==> src/rtl/usb_attach_pkg.sv <==
package usb_attach_pkg;

  typedef enum logic [1:0] {
    DEV_INIT  = 2'd0,
    DEV_CONN  = 2'd1,
    DEV_RESET = 2'd2,
    DEV_READY = 2'd3
  } devState_e;

  typedef enum logic [2:0] {
    WD_NONE,
    WD_FLAGS,
    WD_SPEED,
    WD_BUSRST,
    WD_KA_ON,
    WD_KA_OFF
  } wdSel_e;

  typedef struct packed {
    logic      capFlags;
    logic      capRsl;
    logic      capMode;
    logic      stLoad;
    devState_e stVal;
  } dpCtl_t;

  localparam int IRQ_ADDR  = 25;
  localparam int RSL_ADDR  = 31;
  localparam int MODE_ADDR = 27;
  localparam int HCTL_ADDR = 29;

  localparam int IRQ_BUS_BIT    = 0;
  localparam int IRQ_SNDBUF_BIT = 3;
  localparam int IRQ_CONN_BIT   = 5;
  localparam int IRQ_FRAME_BIT  = 6;

  localparam int RSL_J_BIT     = 7;
  localparam int RSL_K_BIT     = 6;
  localparam int MODE_LOW_BIT  = 1;
  localparam int MODE_KA_BIT   = 3;

  localparam int MODE_FULL_VAL = 8'hC1;
  localparam int MODE_LOW_VAL  = 8'hC3;
  localparam int BUSRST_VAL    = 8'h01;

endpackage

==> src/rtl/usb_attach_dp.sv <==
module usb_attach_dp
  import usb_attach_pkg::*;
#(
  parameter int DATA_W = 8
) (
  input  logic              clk,
  input  logic              rst_n,
  input  dpCtl_t            ctl,
  input  wdSel_e            wdSel,
  input  logic [DATA_W-1:0] regRdata,
  output devState_e         devState,
  output logic [DATA_W-1:0] regWdata,
  output logic              evtConn,
  output logic              evtBus,
  output logic              evtFrameGo,
  output logic              lineOk,
  output logic              isLow
);

  logic [DATA_W-1:0] flagsQ, rslQ, modeQ;
  logic jBit, kBit, lowBit;

  always_ff @(posedge clk) begin
    if (!rst_n) begin
      flagsQ   <= '0;
      rslQ     <= '0;
      modeQ    <= '0;
      devState <= DEV_INIT;
    end else begin
      if (ctl.capFlags) flagsQ <= regRdata;
      if (ctl.capRsl)   rslQ   <= regRdata;
      if (ctl.capMode)  modeQ  <= regRdata;
      if (ctl.stLoad)   devState <= ctl.stVal;
    end
  end

  assign jBit   = rslQ[RSL_J_BIT];
  assign kBit   = rslQ[RSL_K_BIT];
  assign lowBit = modeQ[MODE_LOW_BIT];

  assign lineOk     = jBit ^ kBit;
  assign isLow      = (jBit & lowBit) | (kBit & ~lowBit);
  assign evtConn    = flagsQ[IRQ_CONN_BIT];
  assign evtBus     = flagsQ[IRQ_BUS_BIT];
  assign evtFrameGo = flagsQ[IRQ_FRAME_BIT] & flagsQ[IRQ_SNDBUF_BIT];

  always_comb begin
    regWdata = '0;
    case (wdSel)
      WD_FLAGS:  regWdata = flagsQ;
      WD_SPEED:  regWdata = isLow ? DATA_W'(MODE_LOW_VAL) : DATA_W'(MODE_FULL_VAL);
      WD_BUSRST: regWdata = DATA_W'(BUSRST_VAL);
      WD_KA_ON:  begin regWdata = modeQ; regWdata[MODE_KA_BIT] = 1'b1; end
      WD_KA_OFF: begin regWdata = modeQ; regWdata[MODE_KA_BIT] = 1'b0; end
      default:   regWdata = '0;
    endcase
  end

endmodule

==> src/rtl/usb_attach_ctl.sv <==
module usb_attach_ctl
  import usb_attach_pkg::*;
#(
  parameter int ADDR_W = 5
) (
  input  logic              clk,
  input  logic              rst_n,
  input  logic              intN,
  input  logic              regAck,
  input  logic              enumDone,
  input  devState_e         devState,
  input  logic              evtConn,
  input  logic              evtBus,
  input  logic              evtFrameGo,
  input  logic              lineOk,
  output dpCtl_t            ctl,
  output wdSel_e            wdSel,
  output logic              regReq,
  output logic              regWrite,
  output logic [ADDR_W-1:0] regAddr,
  output logic              enumStart
);

  typedef enum logic [3:0] {
    PH_IDLE, PH_RD_IRQ, PH_WR_IRQ, PH_DECIDE,
    PH_RD_RSL, PH_RD_MODE, PH_SPEED, PH_WR_MODE, PH_WR_HCTL,
    PH_KA_RD, PH_KA_WR, PH_ENUM_GO, PH_ENUM_WAIT, PH_KC_RD, PH_KC_WR
  } phase_e;

  phase_e ph, phNext;

  always_ff @(posedge clk) begin
    if (!rst_n) ph <= PH_IDLE;
    else        ph <= phNext;
  end

  always_comb begin
    phNext    = ph;
    ctl       = '0;
    wdSel     = WD_NONE;
    regReq    = 1'b0;
    regWrite  = 1'b0;
    regAddr   = '0;
    enumStart = 1'b0;
    case (ph)
      PH_IDLE: if (!intN) phNext = PH_RD_IRQ;
      PH_RD_IRQ: begin
        regReq = 1'b1; regAddr = ADDR_W'(IRQ_ADDR);
        if (regAck) begin ctl.capFlags = 1'b1; phNext = PH_WR_IRQ; end
      end
      PH_WR_IRQ: begin
        regReq = 1'b1; regWrite = 1'b1; regAddr = ADDR_W'(IRQ_ADDR); wdSel = WD_FLAGS;
        if (regAck) phNext = PH_DECIDE;
      end
      PH_DECIDE: begin
        if (devState == DEV_INIT && evtConn)          phNext = PH_RD_RSL;
        else if (devState == DEV_CONN && evtBus)      phNext = PH_KA_RD;
        else if (devState == DEV_RESET && evtFrameGo) phNext = PH_ENUM_GO;
        else begin
          if (devState != DEV_INIT && evtConn) begin
            ctl.stLoad = 1'b1; ctl.stVal = DEV_INIT;
          end
          phNext = PH_IDLE;
        end
      end
      PH_RD_RSL: begin
        regReq = 1'b1; regAddr = ADDR_W'(RSL_ADDR);
        if (regAck) begin ctl.capRsl = 1'b1; phNext = PH_RD_MODE; end
      end
      PH_RD_MODE: begin
        regReq = 1'b1; regAddr = ADDR_W'(MODE_ADDR);
        if (regAck) begin ctl.capMode = 1'b1; phNext = PH_SPEED; end
      end
      PH_SPEED: phNext = lineOk ? PH_WR_MODE : PH_IDLE;
      PH_WR_MODE: begin
        regReq = 1'b1; regWrite = 1'b1; regAddr = ADDR_W'(MODE_ADDR); wdSel = WD_SPEED;
        if (regAck) phNext = PH_WR_HCTL;
      end
      PH_WR_HCTL: begin
        regReq = 1'b1; regWrite = 1'b1; regAddr = ADDR_W'(HCTL_ADDR); wdSel = WD_BUSRST;
        if (regAck) begin ctl.stLoad = 1'b1; ctl.stVal = DEV_CONN; phNext = PH_IDLE; end
      end
      PH_KA_RD: begin
        regReq = 1'b1; regAddr = ADDR_W'(MODE_ADDR);
        if (regAck) begin ctl.capMode = 1'b1; phNext = PH_KA_WR; end
      end
      PH_KA_WR: begin
        regReq = 1'b1; regWrite = 1'b1; regAddr = ADDR_W'(MODE_ADDR); wdSel = WD_KA_ON;
        if (regAck) begin ctl.stLoad = 1'b1; ctl.stVal = DEV_RESET; phNext = PH_IDLE; end
      end
      PH_ENUM_GO: begin
        enumStart = 1'b1;
        phNext    = PH_ENUM_WAIT;
      end
      PH_ENUM_WAIT: if (enumDone) begin
        ctl.stLoad = 1'b1; ctl.stVal = DEV_READY; phNext = PH_KC_RD;
      end
      PH_KC_RD: begin
        regReq = 1'b1; regAddr = ADDR_W'(MODE_ADDR);
        if (regAck) begin ctl.capMode = 1'b1; phNext = PH_KC_WR; end
      end
      PH_KC_WR: begin
        regReq = 1'b1; regWrite = 1'b1; regAddr = ADDR_W'(MODE_ADDR); wdSel = WD_KA_OFF;
        if (regAck) phNext = PH_IDLE;
      end
      default: phNext = PH_IDLE;
    endcase
  end

endmodule

==> src/rtl/usb_attach_seq.sv <==
module usb_attach_seq
  import usb_attach_pkg::*;
#(
  parameter int ADDR_W = 5,
  parameter int DATA_W = 8
) (
  input  logic              clk,
  input  logic              rst_n,
  input  logic              intN,
  output logic              regReq,
  output logic              regWrite,
  output logic [ADDR_W-1:0] regAddr,
  output logic [DATA_W-1:0] regWdata,
  input  logic              regAck,
  input  logic [DATA_W-1:0] regRdata,
  output logic              enumStart,
  input  logic              enumDone,
  output logic [1:0]        devState
);

  dpCtl_t    ctl;
  wdSel_e    wdSel;
  devState_e stateQ;
  logic      evtConn, evtBus, evtFrameGo, lineOk, isLow;

  usb_attach_ctl #(.ADDR_W(ADDR_W)) ctl_i (
    .clk(clk), .rst_n(rst_n), .intN(intN), .regAck(regAck), .enumDone(enumDone),
    .devState(stateQ), .evtConn(evtConn), .evtBus(evtBus), .evtFrameGo(evtFrameGo),
    .lineOk(lineOk), .ctl(ctl), .wdSel(wdSel), .regReq(regReq), .regWrite(regWrite),
    .regAddr(regAddr), .enumStart(enumStart)
  );

  usb_attach_dp #(.DATA_W(DATA_W)) dp_i (
    .clk(clk), .rst_n(rst_n), .ctl(ctl), .wdSel(wdSel), .regRdata(regRdata),
    .devState(stateQ), .regWdata(regWdata), .evtConn(evtConn), .evtBus(evtBus),
    .evtFrameGo(evtFrameGo), .lineOk(lineOk), .isLow(isLow)
  );

  assign devState = stateQ;

endmodule

==> config.mk <==
export PLATFORM = sky130hd
export DESIGN_NAME = usb_attach_seq
export DESIGN_NICKNAME = d
export VERILOG_FILES = /design/src/rtl/usb_attach_pkg.sv /design/src/rtl/usb_attach_dp.sv /design/src/rtl/usb_attach_ctl.sv /design/src/rtl/usb_attach_seq.sv
export SDC_FILE = /design/constraint.sdc
export NUM_CORES = 1
export LEC_CHECK = 0
export BUFFER_PORTS_ARGS = -buffer_cell sky130_fd_sc_hd__buf_4
export CORE_MARGIN = 5
export CORE_UTILIZATION = 40
export CTS_BUF_LIST = sky130_fd_sc_hd__clkbuf_8
export CTS_CLUSTER_DIAMETER = 150
export CTS_CLUSTER_SIZE = 12
export DETAILED_ROUTE_END_ITERATION = 8
export PLACE_DENSITY_LB_ADDON = 0.15
export SYNTH_ARGS = -nofsm -noshare
export SYNTH_HDL_FRONTEND = slang
export SYNTH_SLANG_ARGS = --single-unit
==> constraint.sdc <==
create_clock -name clk -period 1.6 [get_ports clk]
set_input_delay 0.16 -clock clk [delete_from_list [all_inputs] [get_ports clk]]
set_output_delay 0.16 -clock clk [all_outputs]
set_load 0.02 [all_outputs]
==> results.json <==
{
  "synth_flop_cell": "dfxtp_1",
  "ff2ff_setup_slack_ps": 50,
  "path_clk_slew_ps": 90,
  "final-instance-count-excl-fill": 269,
  "peakVddDrop_uv": 599.5,
  "reg2reg_depth": 4,
  "min_period_ps": 1614,
  "routed.top_layer": "met4",
  "synth_fa_ha_area_share_pct": 0,
  "drive_above_1_share_pct": 40.27,
  "io_pins": 31,
  "worst_pin_slew_ps": 333.9,
  "hold_slack_ps": 143.7,
  "drc_errors": 0,
  "yosys_warnings": 0,
  "hold_violations": 0,
  "p_sw_share_pct": 41.03,
  "min_path_cells": 3,
  "synth_area_um2": 1475,
  "cts_buffers": 3,
  "hp-class": "in2reg",
  "dp_hpwl_mm": 3.086,
  "postSynth.asyncResetShare_pct": 0,
  "finalWirelength_mm": 4.103,
  "htree_levels": 1,
  "ys_seq_area_share_pct": 31.21,
  "critPathMaxFanout": 10,
  "die-area_um2": 5003,
  "hold_buffers": 0,
  "wl_per_cell_um": 15.25,
  "grt_overflow": 0,
  "core_um2": 3606,
  "drtPass1Iterations": 4,
  "port_buffers": 30,
  "synthMuxAreaShare_pct": 10.26,
  "finalSetupViolations": 4,
  "grt_pass1_vias": 1380,
  "synth-edff-count": 0,
  "endpoint_kind": "output port",
  "p_clk_share_pct": 13.4,
  "postRouteAntennaNets": 0,
  "leakagePower_nw": 0.8209,
  "die-height_um": 70.73,
  "synth_cell_types": 49,
  "violations": "negative setup slack",
  "grt_pass1_wl_mm": 6.803,
  "drt_iter0_drc": 55,
  "p_total_mw": 2.809,
  "clock.fmax_mhz": 619.6,
  "place.gp.congestion": 0.8555,
  "fin_nets": 235,
  "max_cap_violations": 0,
  "seq_power_share_pct": 26.7,
  "worst_ep_arrival_time_ps": 1450,
  "cts_root_buffer": "clkbuf_8",
  "met1Wirelength_mm": 1.945,
  "period_share_pct": 100.9,
  "layout.cells.most_common": "buf_4",
  "dp_cells": 258,
  "avgSynthCellArea_um2": 8.577,
  "wl_met2_mm": 1.971,
  "p_int_mw": 1.656,
  "relSlewSlack_pct": 77.72,
  "min_from": "regRdata[3]",
  "clk-insertion-delay-late_ps": 270,
  "antennaDiodeCount": 0,
  "p_comb_share_pct": 59.9,
  "num_rows": 22,
  "clock-sinks": 23,
  "rsz0062_at_grt": "true",
  "clock_skew_ps": 2.073,
  "nFillCells": 339,
  "cts.path.max_buffers": 2,
  "outcome": "complete, but fails checks",
  "crit_type": "reg2out",
  "synth-compound-area-share_pct": 21.46,
  "crit_path_start_kind": "register",
  "synthCells": 172,
  "required_ps": 1440,
  "antenna_found_initial": 0,
  "vias_per_cell": 5.327,
  "slew_violations": 0,
  "area_delta_synth_final_pct": 38.34,
  "mostFrequentLayoutCells": "53 x buf_4, 19 x dfxtp_1, 15 x nor2b_1",
  "synth_simple_gate_area_share_pct": 28.07,
  "whs_endpoint": "dp_i.flagsQ[3]$_SDFFE_PN0P_",
  "track_usage_pct": 16.48,
  "layout_setup_ws_ps": -13.87,
  "synth_nets": 185,
  "start_util_pct": 40.91,
  "r2r-start": "dp_i.devState[0]$_SDFFE_PN0P_",
  "dieWidth_um": 70.73,
  "cts_tree": "built",
  "synth-xor-area-share_pct": 1.781,
  "grt_max_degree": 24,
  "synth_top_family_by_area": "simple AND/OR/NAND/NOR gates",
  "powerDensity_nw_per_um2": 1376,
  "vias": 1433,
  "switchingPower_mw": 1.152,
  "ys_seq_elements": 23,
  "dr_wl_met3_um": 151,
  "rr_endpoint": "ctl_i.ph[2]$_SDFFE_PN0P_"
}
[cell families (layout without fill, tap and decap cells)]
family,Yosys count,in the layout
buffers and inverters,18,67
xor gates and xnor gates,3,3
muxes,15,15
DFF,23,23
and+or+nand+nor,68,68
AOI/OAI and AO/OA,45,45
[final cells by class]
| cell class | count | area [um^2] | area share, % |
|---|---|---|---|
| inverters | 4 | 15.01 | 0.7357 |
| flip-flops and latches | 23 | 475.5 | 23.30 |
| clock buffers | 3 | 41.29 | 2.023 |
| multi-input cells | 131 | 978.4 | 47.95 |
| clock inverters | 1 | 5.005 | 0.2452 |
| repair buffers | 59 | 465.4 | 22.81 |
| well taps | 48 | 60.06 | 2.943 |
[worst max path at each step]
stage                                   from                        to  depth (start not counted)
global placement    ctl_i.ph[2]$_SDFFE_PN0P_  ctl_i.ph[2]$_SDFFE_PN0P_                          5
detailed placement  ctl_i.ph[2]$_SDFFE_PN0P_  ctl_i.ph[2]$_SDFFE_PN0P_                          5
CTS                 ctl_i.ph[1]$_SDFFE_PN0P_                regAddr[3]                          4
global route        ctl_i.ph[2]$_SDFFE_PN0P_               regWdata[5]                          6
floorplan           ctl_i.ph[2]$_SDFFE_PN0P_               regWdata[6]                          6
finish              ctl_i.ph[2]$_SDFFE_PN0P_               regWdata[5]                          6
[cell usage after synthesis (all sizes together), types with 2 or more instances]
master	n	area [um^2]
a22oi	4	30.03
nor3b	2	15.01
nand2b	3	26.27
nand2	11	41.29
and3	2	12.51
nand4b	2	17.52
a21oi	6	30.03
xnor2	3	26.28
nor3	6	41.29
buf	10	76.32
nand3b	3	35.03
clkbuf	4	15.01
a21boi	6	45.04
o21ai	8	40.04
o211ai	3	22.52
dfxtp	23	460.4
a211oi	5	42.54
nor2b	16	100.1
and2	3	18.77
nor2	15	61.31
inv	4	15.01
mux2i	14	140.1
[per-stage QoR]
stage	setup TNS [ps]	util [%]	worst slack, ps	cell area (um^2)
CTS	-30.56	55.83	-9.768	2013
global placement	0	51.21	26.30	1847
detailed placement	0	51.21	2.908	1847
floorplan	0	-	46.67	1488
global route	-593.6	56.59	-78.06	2041
finish	-50.98	56.59	-13.87	2041
[worst max-delay path, cell delays in order, from the launching register on]
cell and delay (ps):
dfxtp_4 400, buf_4 160, buf_6 140, nor3b_2 180, a21oi_1 70, nor2_1 90
buf_4 150
[what timing repair did]
item / 4_1_cts / 5_1_grt
endpoints found under the setup margin: 15 / 12
resized for setup: 22 / 6
buffers inserted: 6 / 1
pin swaps: 3 / 5
[power groups by stage]
stage                     combinational, mW  clock [mW]  sequential, mW
final                                  1.68       0.377           0.749
after CTS                              1.66       0.385           0.748
after global placement                 1.44           0           0.757
after detailed placement               1.45           0           0.760
after global routing                   1.80       0.407           0.763
after floorplan                        1.02           0           0.706
[layer usage]
metal	track usage [%]	up-vias
met5	0	-
met4	5.010	0
met3	2.699	4
met2	26.78	30
met1	22.39	684
li1	-	715
[state kept, by name, indices dropped and copies added (netlist names)]
signal and count:
dp_i.devState 2, dp_i.rslQ 2, dp_i.flagsQ 8, dp_i.modeQ 7
ctl_i.ph 4
(Power assumes the default switching activity.)
